[src/rtl/cfg_rom_pkg.sv]
package cfg_rom_pkg;
  localparam int unsigned BYTE_W = 8;
  localparam int unsigned BIT_IW = $clog2(BYTE_W);

  // Fixed image pattern: word a = a*29+5 mod 256
  function automatic logic [BYTE_W-1:0] rom_byte(input int unsigned a);
    int unsigned v;
    v = a * 29 + 5;
    return BYTE_W'(v);
  endfunction
endpackage

[src/rtl/cfg_rev_sel.sv]
module cfg_rev_sel #(
  parameter int unsigned NUM_REV = 4,
  localparam int unsigned RVW = $clog2(NUM_REV)
) (
  input  logic           clk_i,
  input  logic           rst_ni,
  input  logic           ext_en_i,
  input  logic           load_i,
  input  logic [RVW-1:0] sel_i,
  output logic [RVW-1:0] rev_o,
  output logic [RVW-1:0] rev_nxt_o
);
  logic [RVW-1:0] rev_q;

  always_comb begin
    if (!ext_en_i)   rev_nxt_o = '0;
    else if (load_i) rev_nxt_o = sel_i;
    else             rev_nxt_o = rev_q;
  end

  always_ff @(posedge clk_i or negedge rst_ni) begin
    if (!rst_ni) rev_q <= '0;
    else         rev_q <= rev_nxt_o;
  end

  assign rev_o = rev_q;
endmodule

[src/rtl/cfg_addr_ctr.sv]
module cfg_addr_ctr
  import cfg_rom_pkg::*;
#(
  parameter int unsigned AW = 5
) (
  input  logic              clk_i,
  input  logic              rst_ni,
  input  logic              clr_i,
  input  logic              adv_i,
  input  logic              par_i,
  input  logic [AW-1:0]     start_i,
  input  logic [AW-1:0]     last_i,
  output logic [AW-1:0]     addr_o,
  output logic [BIT_IW-1:0] bit_o,
  output logic              done_o
);
  logic [AW-1:0]     addr_q;
  logic [BIT_IW-1:0] bit_q;
  logic              done_q;
  logic              word_end;

  assign word_end = par_i || (bit_q == BIT_IW'(BYTE_W - 1));

  always_ff @(posedge clk_i or negedge rst_ni) begin
    if (!rst_ni) begin
      addr_q <= '0;
      bit_q  <= '0;
      done_q <= 1'b0;
    end else if (clr_i) begin
      addr_q <= start_i;
      bit_q  <= '0;
      done_q <= 1'b0;
    end else if (adv_i && !done_q) begin
      if (word_end) begin
        bit_q <= '0;
        if (addr_q == last_i) done_q <= 1'b1;
        else                  addr_q <= addr_q + 1'b1;
      end else begin
        bit_q <= bit_q + 1'b1;
      end
    end
  end

  assign addr_o = addr_q;
  assign bit_o  = bit_q;
  assign done_o = done_q;
endmodule

[src/rtl/cfg_rom_array.sv]
module cfg_rom_array
  import cfg_rom_pkg::*;
#(
  parameter int unsigned AW = 5
) (
  input  logic [AW-1:0]     addr_i,
  output logic [BYTE_W-1:0] word_o
);
  assign word_o = rom_byte(32'(addr_i));
endmodule

[src/rtl/cfg_rom_reader.sv]
module cfg_rom_reader
  import cfg_rom_pkg::*;
#(
  parameter int unsigned NUM_REV   = 4,
  parameter int unsigned REV_WORDS = 6,
  localparam int unsigned RVW = $clog2(NUM_REV)
) (
  input  logic              clk_i,
  input  logic              rst_ni,
  input  logic              ce_ni,
  input  logic              oe_i,
  input  logic              cf_i,
  input  logic              busy_i,
  input  logic [RVW-1:0]    rev_sel_i,
  input  logic              ext_sel_en_i,
  input  logic              rev_en_i,
  input  logic              par_mode_i,
  input  logic              packed_i,
  input  logic              prog_i,
  output logic [BYTE_W-1:0] data_o,
  output logic [BYTE_W-1:0] data_oe_o,
  output logic              ceo_no
);
  localparam int unsigned DEPTH = NUM_REV * REV_WORDS;
  localparam int unsigned AW    = $clog2(DEPTH);

  logic              cf_q, cf_rise, clr, out_en, adv, stall;
  logic [RVW-1:0]    rev_q, rev_nxt;
  logic [AW-1:0]     start_addr, last_addr, addr;
  logic [BIT_IW-1:0] bit_idx;
  logic              done;
  logic [BYTE_W-1:0] word;
  logic              ser_bit;

  function automatic logic [AW-1:0] rev_base(input logic [RVW-1:0] r);
    return AW'(int'(r) * REV_WORDS);
  endfunction

  always_ff @(posedge clk_i or negedge rst_ni) begin
    if (!rst_ni) cf_q <= 1'b0;
    else         cf_q <= cf_i;
  end

  assign cf_rise = cf_i && !cf_q;
  assign clr     = ce_ni || !oe_i || cf_rise;

  cfg_rev_sel #(.NUM_REV(NUM_REV)) u_rev (
    .clk_i     (clk_i),
    .rst_ni    (rst_ni),
    .ext_en_i  (ext_sel_en_i),
    .load_i    (clr),
    .sel_i     (rev_sel_i),
    .rev_o     (rev_q),
    .rev_nxt_o (rev_nxt)
  );

  assign start_addr = rev_en_i ? rev_base(rev_nxt) : '0;
  assign last_addr  = rev_en_i ? rev_base(rev_q) + AW'(REV_WORDS - 1)
                               : AW'(DEPTH - 1);

  // CF must be high on two consecutive cycles so a restart never shows stale data
  assign out_en = !ce_ni && oe_i && cf_i && cf_q && !prog_i && !done;
  assign stall  = busy_i && par_mode_i && !packed_i;
  assign adv    = out_en && !stall;

  cfg_addr_ctr #(.AW(AW)) u_ctr (
    .clk_i   (clk_i),
    .rst_ni  (rst_ni),
    .clr_i   (clr),
    .adv_i   (adv),
    .par_i   (par_mode_i),
    .start_i (start_addr),
    .last_i  (last_addr),
    .addr_o  (addr),
    .bit_o   (bit_idx),
    .done_o  (done)
  );

  cfg_rom_array #(.AW(AW)) u_rom (
    .addr_i (addr),
    .word_o (word)
  );

  assign ser_bit = word[~bit_idx];

  for (genvar g = 0; g < BYTE_W; g++) begin : g_lane
    if (g == 0) begin : g_d0
      assign data_o[g]    = out_en && (par_mode_i ? word[g] : ser_bit);
      assign data_oe_o[g] = out_en;
    end else begin : g_dn
      assign data_o[g]    = out_en && par_mode_i && word[g];
      assign data_oe_o[g] = out_en && par_mode_i;
    end
  end

  assign ceo_no = !(!ce_ni && oe_i && done);
endmodule

[config.mk]
export PLATFORM = sky130hd
export DESIGN_NAME = cfg_rom_reader
export DESIGN_NICKNAME = d
export VERILOG_FILES = /design/src/rtl/cfg_rom_pkg.sv /design/src/rtl/cfg_rev_sel.sv /design/src/rtl/cfg_addr_ctr.sv /design/src/rtl/cfg_rom_array.sv /design/src/rtl/cfg_rom_reader.sv
export SDC_FILE = /design/constraint.sdc
export NUM_CORES = 1
export LEC_CHECK = 0
export ABC_CLOCK_PERIOD_IN_PS = 3350
export CAP_MARGIN = 15
export CORE_ASPECT_RATIO = 1.5
export CORE_MARGIN = 2
export CORE_UTILIZATION = 45
export DETAILED_ROUTE_END_ITERATION = 6
export PLACE_DENSITY = 0.75
export SETUP_SLACK_MARGIN = 0.15
export SLEW_MARGIN = 20
export SYNTH_ARGS = -nofsm -noshare
export SYNTH_HDL_FRONTEND = slang
export SYNTH_SLANG_ARGS = --single-unit
[constraint.sdc]
create_clock -name clk_i -period 3.35 [get_ports clk_i]
set_input_delay 0.335 -clock clk_i [delete_from_list [all_inputs] [get_ports clk_i]]
set_output_delay 0.335 -clock clk_i [all_outputs]
set_load 0.05 [all_outputs]
# Yosys cells after proc, flatten, opt, wreduce, memory -nomap -nowiden
# Index checks and enable logic that the tools add are counted.
[op_classes]
add_sub_neg = 4
n_mul = 3
order_cmp = 1
n_eq_ne = 3
n_mux = 18
bitwise_logic = 1
n_reduce_logical = 36
[ops]
columns = ["op", "n"]
rows = [
  ["5-bit two-way mux", 6],
  ["1-bit logical AND", 20],
  ["3-bit two-way mux", 3],
  ["8-bit by 3-bit adder with 8-bit output (second input constant)", 1],
  ["1-bit logical NOT", 8],
  ["2-bit by 2-bit multiplier with 4-bit output (second input constant)", 2],
  ["5-bit by 5-bit multiplier with 8-bit output (second input constant)", 1],
  ["1-bit two-way mux", 6],
  ["3-bit AND reduction", 2],
  ["2-bit nonzero test", 3],
  ["5-bit by 1-bit adder with 5-bit output (second input constant)", 1],
  ["5-bit by 3-bit adder with 5-bit output (second input constant)", 1],
  ["5-bit == test", 1],
  ["3-bit by 4-bit < comparator with 1-bit output (second input constant)", 1],
  ["2-bit two-way mux", 2],
  ["3-bit by 1-bit adder with 3-bit output (second input constant)", 1],
  ["1-bit binary-select mux with 3-bit select", 1],
  ["3-bit == test (second input constant)", 1],
  ["1-bit logical OR", 3],
  ["3-bit NOT", 1],
  ["2-bit != test (second input constant)", 1],
]
[word_totals]
reg_bits = 12
in_bits = 13
output_inout_bits = 17
wordCells = 71

# Logic depth before layout (Yosys ltp)
[depth]
word_depth = 10
mapped_depth = 11
ltp_nobuf = 11

# Cells and area by module
# A second synthesis with hierarchy kept.
[unflattened]
hier_cells = 178
area_unflattened_um2 = 1544.0
[by_module_without_submodules]
columns = ["mod", "instances", "cells_per_inst", "area_each_um2", "seq_area_each_um2"]
rows = [
  ["cfg_addr_ctr", 1, 67, 609.3, 225.2],
  ["cfg_rom_array", 1, 50, 451.7, 0.0],
  ["cfg_rom_reader", 1, 55, 400.4, 25.0],
  ["cfg_rev_sel", 1, 6, 82.6, 50.0],
]

# Worst setup path before layout
# Ideal clock, no wire load.
[synth_path]
kind = "register to output"
startpoint = "register u_ctr.addr_q[0] (netlist: u_ctr.addr_o[0])"
endpoint = "output port data_o[0]"
t_arrival_ps = 4046
required_ps = 3015
path_slack_ps = -1031
stages_incl_launch_ff = 10
n_path_buf = 0
cell_sequence = "dfrtp_1 -> fa_1 -> fa_1 -> ha_1 -> ha_1 -> a21o_1 -> a21oi_1 -> and2_1 -> or3_1 -> a311oi_1"
[synth_via]
elab_chain_cells = 6
[synth_rtl]
columns = ["item", "line_no", "text"]
rows = [
  ["start, declared", "cfg_addr_ctr.sv:17", "logic [AW-1:0] addr_q;"],
  ["start signal, assigned", "cfg_addr_ctr.sv:30", "addr_q <= start_i;"],
  ["start signal, assigned", "cfg_addr_ctr.sv:37", "else addr_q <= addr_q + 1'b1;"],
  ["5-bit by 5-bit multiplier with 8-bit output *", "cfg_rom_pkg.sv:8", "v = a * 29 + 5;"],
  ["8-bit by 3-bit adder with 8-bit output *", "cfg_rom_pkg.sv:8", ""],
  ["1-bit binary-select mux with 3-bit select", "cfg_rom_reader.sv:84", "assign ser_bit = word[~bit_idx];"],
  ["1-bit two-way mux (not written as such)", "cfg_rom_reader.sv:84", ""],
  ["1-bit two-way mux *", "cfg_rom_reader.sv:88", "assign data_o[g] = out_en && (par_mode_i ? word[g] : ser_bit);"],
  ["1-bit logical AND *", "cfg_rom_reader.sv:88", ""],
  ["end, declared", "cfg_rom_reader.sv:20", "output logic [BYTE_W-1:0] data_o,"],
]
# Every way passes the cells marked *; elsewhere a longest branch is shown, timed or not. The select of a mux whose other input is x is not followed.

# Worst setup path after layout
# Ends and elaborated chain as after synthesis.

==> summary.md <==
| Metric | Value |
|---|---|
| Row cnt | `25` |
| Grt total ovfl | `0` |
| Commonest register cell after synthesis | `dfrtp_1` |
| CTS Buf Count | `3` |
| Multi-input logic area | `1210 um2` |
| Util after Layout | `72.1%` |
| ANT nets after route | `0` |
| Die Area | `3890 um2` |
| Worst r2r src | `u_rev.rev_o[0]` |
| Count leader, synth | `ha_1` |
| First-pass detailed-route iteration total | `4` |
| RSZ-0062 raised after global routing | `yes` |
| Critical path class | `register to output pin` |
| Status | `finished, violations left` |
| Initial antenna violation count | `0` |
| Final WS setup | `-0.410 ns` |
| Worst Setup SP | `u_ctr.addr_o[0]` |
| Least-Margin Pin Slew | `0.571 ns` |
| Filler cell count | `241` |
| Dpl cell area | `roughly 2100 um2` |
| Die height | `75.4 um` |
| Most instantiated cells after synthesis | `ha_1, inv_1, nor2_1` |
| Min-Delay Path Class | `input pin to asynchronous set/reset pin` |
| WP buf/inv | `1` |
| Final setup vio count | `4` |
| Syn avg cell area | `8.68 um2` |
| IO Port Bufs | `29` |
| Area contributors post-synth | `dfrtp_1, ha_1, fa_1, inv_1, a21oi_1` |
| Gate Count Post-Synth | `176` |
| Synth Warn # | `0` |
| Clock latency on the worst-skew pair | `0.25 ns` |
| Final wirelength | `4190 um` |
| Layout cells sized above 1 | `30.7%` |
| Share of the synthesized area in the top cell type | `approximately 20%` |
| Core Area | `3190 um2` |
| Design Area, Final | `about 2300 um2` |
| Post-synth cell types | `49` |
| Maximum Capacitance Violations | `0` |
| CP max-delay cell | `fa_1` |
| Setup TNS | `-0.936 ns` |
| Flops & latches, synth | `12` |
| Setup crit end kind | `output pin` |
| Cell depth of the worst setup path | `10` |
| Final slew viol count | `0` |
| Reg-to-reg slack, setup | `between 0.9 and 1 ns` |
| Crit-path cells | `fa_1 > fa_1 > ha_4 > ha_4 > a21o_1 > a21oi_2 > and2_4 > or3_4 > a311oi_4 > buf_12` |
| Worst setup endpoint | `data_o[0]` |
| Total I/O pin count | `30` |
| Post-CTS Hold Buffers | `0` |
| Reg-to-Reg End | `u_ctr.addr_o[1]` |
| Total track usage | `23.6%` |
| GPL Wtd Cong | `around 0.90` |
| Detailed Route Iter0 Violations | `17` |
| Final hold vios | `0` |
| Tot Pwr | `~600 uW` |
| Starting Density | `47.9%` |
| CTS tree | `yes` |
| Sink Count | `12` |
| VDD IR-drop max | `0.000260 V` |
| Vias in the first global route | `1517` |
| Die Width | `51.6 um` |
| P_leak | `between 1 and 1.5 nW` |
| Slew headroom | `roughly three fifths` |
| Synth area leader | `dfrtp_1` |
| Via count | `1488` |
| Wire per inst | `~16 um` |
| Post-synthesis sequential area ratio | `19.7%` |
| CP peak stage delay | `approximately 0.55 ns` |
| DRC | `0` |
| Crit path time final | `3.76 ns` |
| CP Max Fanout | `3` |
| Ant. Diodes | `0` |
| Root Buffer | `clkbuf_8` |
| Clock skew | `0.00113 ns` |
| Pwr Density | `about 260 nW/um2` |
| Async SR Flop Fraction | `100%` |
| Mapped Nets | `217` |
| CP required | `3.01 ns` |
| CTS Buffer Depth | `2` |
| Post-DP HPWL | `between 3000 and 4000 um` |
| Fmax | `around 0.27 GHz` |
| Netlist Area Pre-Place | `1530 um2` |
| Syn-to-layout area delta | `50.6%` |
| Reg clk slew, reported paths | `0.05 ns` |
| CTS H-tree depth | `1` |
| Cell family with most CP delay | `adder cells` |
| Failing checks | `negative setup slack` |
| Worst setup SP type | `register` |
| Nets@finish | `270` |
| Register Area | `about 300 um2` |
| Drt via density | `roughly 5.6` |
| Post-synth EDFFs | `0` |
| Final period utilization | `112%` |
| Arrival @ worst endpoint | `3.43 ns` |
| Reg2Reg Depth | `7` |
| Pin count of the biggest net entering global routing | `13` |
| Global-route wire length before repair | `6780 um` |
-- cells by family after synthesis --
kind of cell    count (synthesis)  synth area share [%]
xor+xnor                        5                  2.87
compound gates                 38                  18.8
flops                          12                  19.7
buf+inv                        33                  9.99
simple gates                   58                  21.5
fa+ha+maj                      28                  25.9
mux                             2                  1.39
-- worst reg2reg max path: stages (launching register included) --
cell and delay [ns]:
dfrtp_1 0.42, inv_1 0.11, ha_1 0.31, and3b_1 0.17, a211o_1 0.29, a2111oi_4 0.52, nor2_1 0.14, a211o_1 0.32
-- state kept, by name (all words and copies together), names as in the netlist --
name,count
u_ctr.bit_o,3
cf_q,1
u_rev.rev_o,2
u_ctr.addr_o,5
u_ctr.done_o,1
-- stage by stage --
stage | setup WS, ns | std cells | hold WS [ns]
6_report | -0.410 | 268 | 0.454
5_1_grt | -0.497 | 268 | 0.497
4_1_cts | -0.383 | 264 | 0.471
3_5_place_dp | -0.190 | 258 | 0.536
3_3_place_gp | -0.0991 | 258 | 0.516
2_1_floorplan | -0.253 | 176 | 0.0394
-- routing by layer --
| layer | vias up | share of wire, % | global-route usage (%) | routed length (um) |
|---|---|---|---|---|
| met5 | - | 0 | 0 | 0 |
| met4 | 0 | 3.4 | 10.5 | 142 |
| met3 | 14 | 3.2 | 2.35 | 135 |
| met2 | 52 | 57 | 47.6 | 2400 |
| met1 | 717 | 36 | 23.7 | 1510 |
| li1 | 705 | - | - | - |
-- power by group --
| group | internal, mW | switching (mW) |
|---|---|---|
| registers | 0.151 | 0.00619 |
| logic | 0.141 | 0.138 |
| clock network | 0.104 | 0.0582 |
| total | 0.397 | 0.202 |
-- layout make-up --
type / count / area share [%]
clock buffers: 4 / 2.39
flip-flops and latches: 12 / 13.2
multi-input cells: 131 / 52.7
repair buffers: 60 / 26.0
well taps: 40 / 2.18
inverters: 21 / 3.43
-- cells in the final DEF (no fill, tap or decap), types with 3 or more instances in the layout --
cell and instances:
a211o_1 3, a21oi_1 9, a21oi_2 3, a31oi_1 3
and3_1 4, buf_12 5, buf_4 28, buf_6 3
clkbuf_8 4, clkdlybuf4s50_1 23, dfrtp_1 9, dfrtp_2 3
fa_1 6, ha_1 19, ha_4 3, inv_1 21
nand2_1 13, nand3_1 4, nor2_1 14, o21a_1 3
-- what timing repair did --
action	CTS	global route
cloned	0	0
hold endpoints to repair	0	0
setup buffers	2	4
resized for setup	5	14
pin swaps	7	7
setup endpoints to repair	4	5
-- worst min-delay path by stage --
stage,from,to,cells past startpoint
finish,rst_ni,u_ctr.bit_o[1],1
floorplan,rst_ni,cf_q,0
global route,rst_ni,u_ctr.bit_o[1],1
CTS,rst_ni,u_ctr.bit_o[2],1
detailed placement,u_ctr.done_o,u_ctr.done_o,2
global placement,u_ctr.done_o,u_ctr.done_o,2
(Power assumes the default switching activity.)
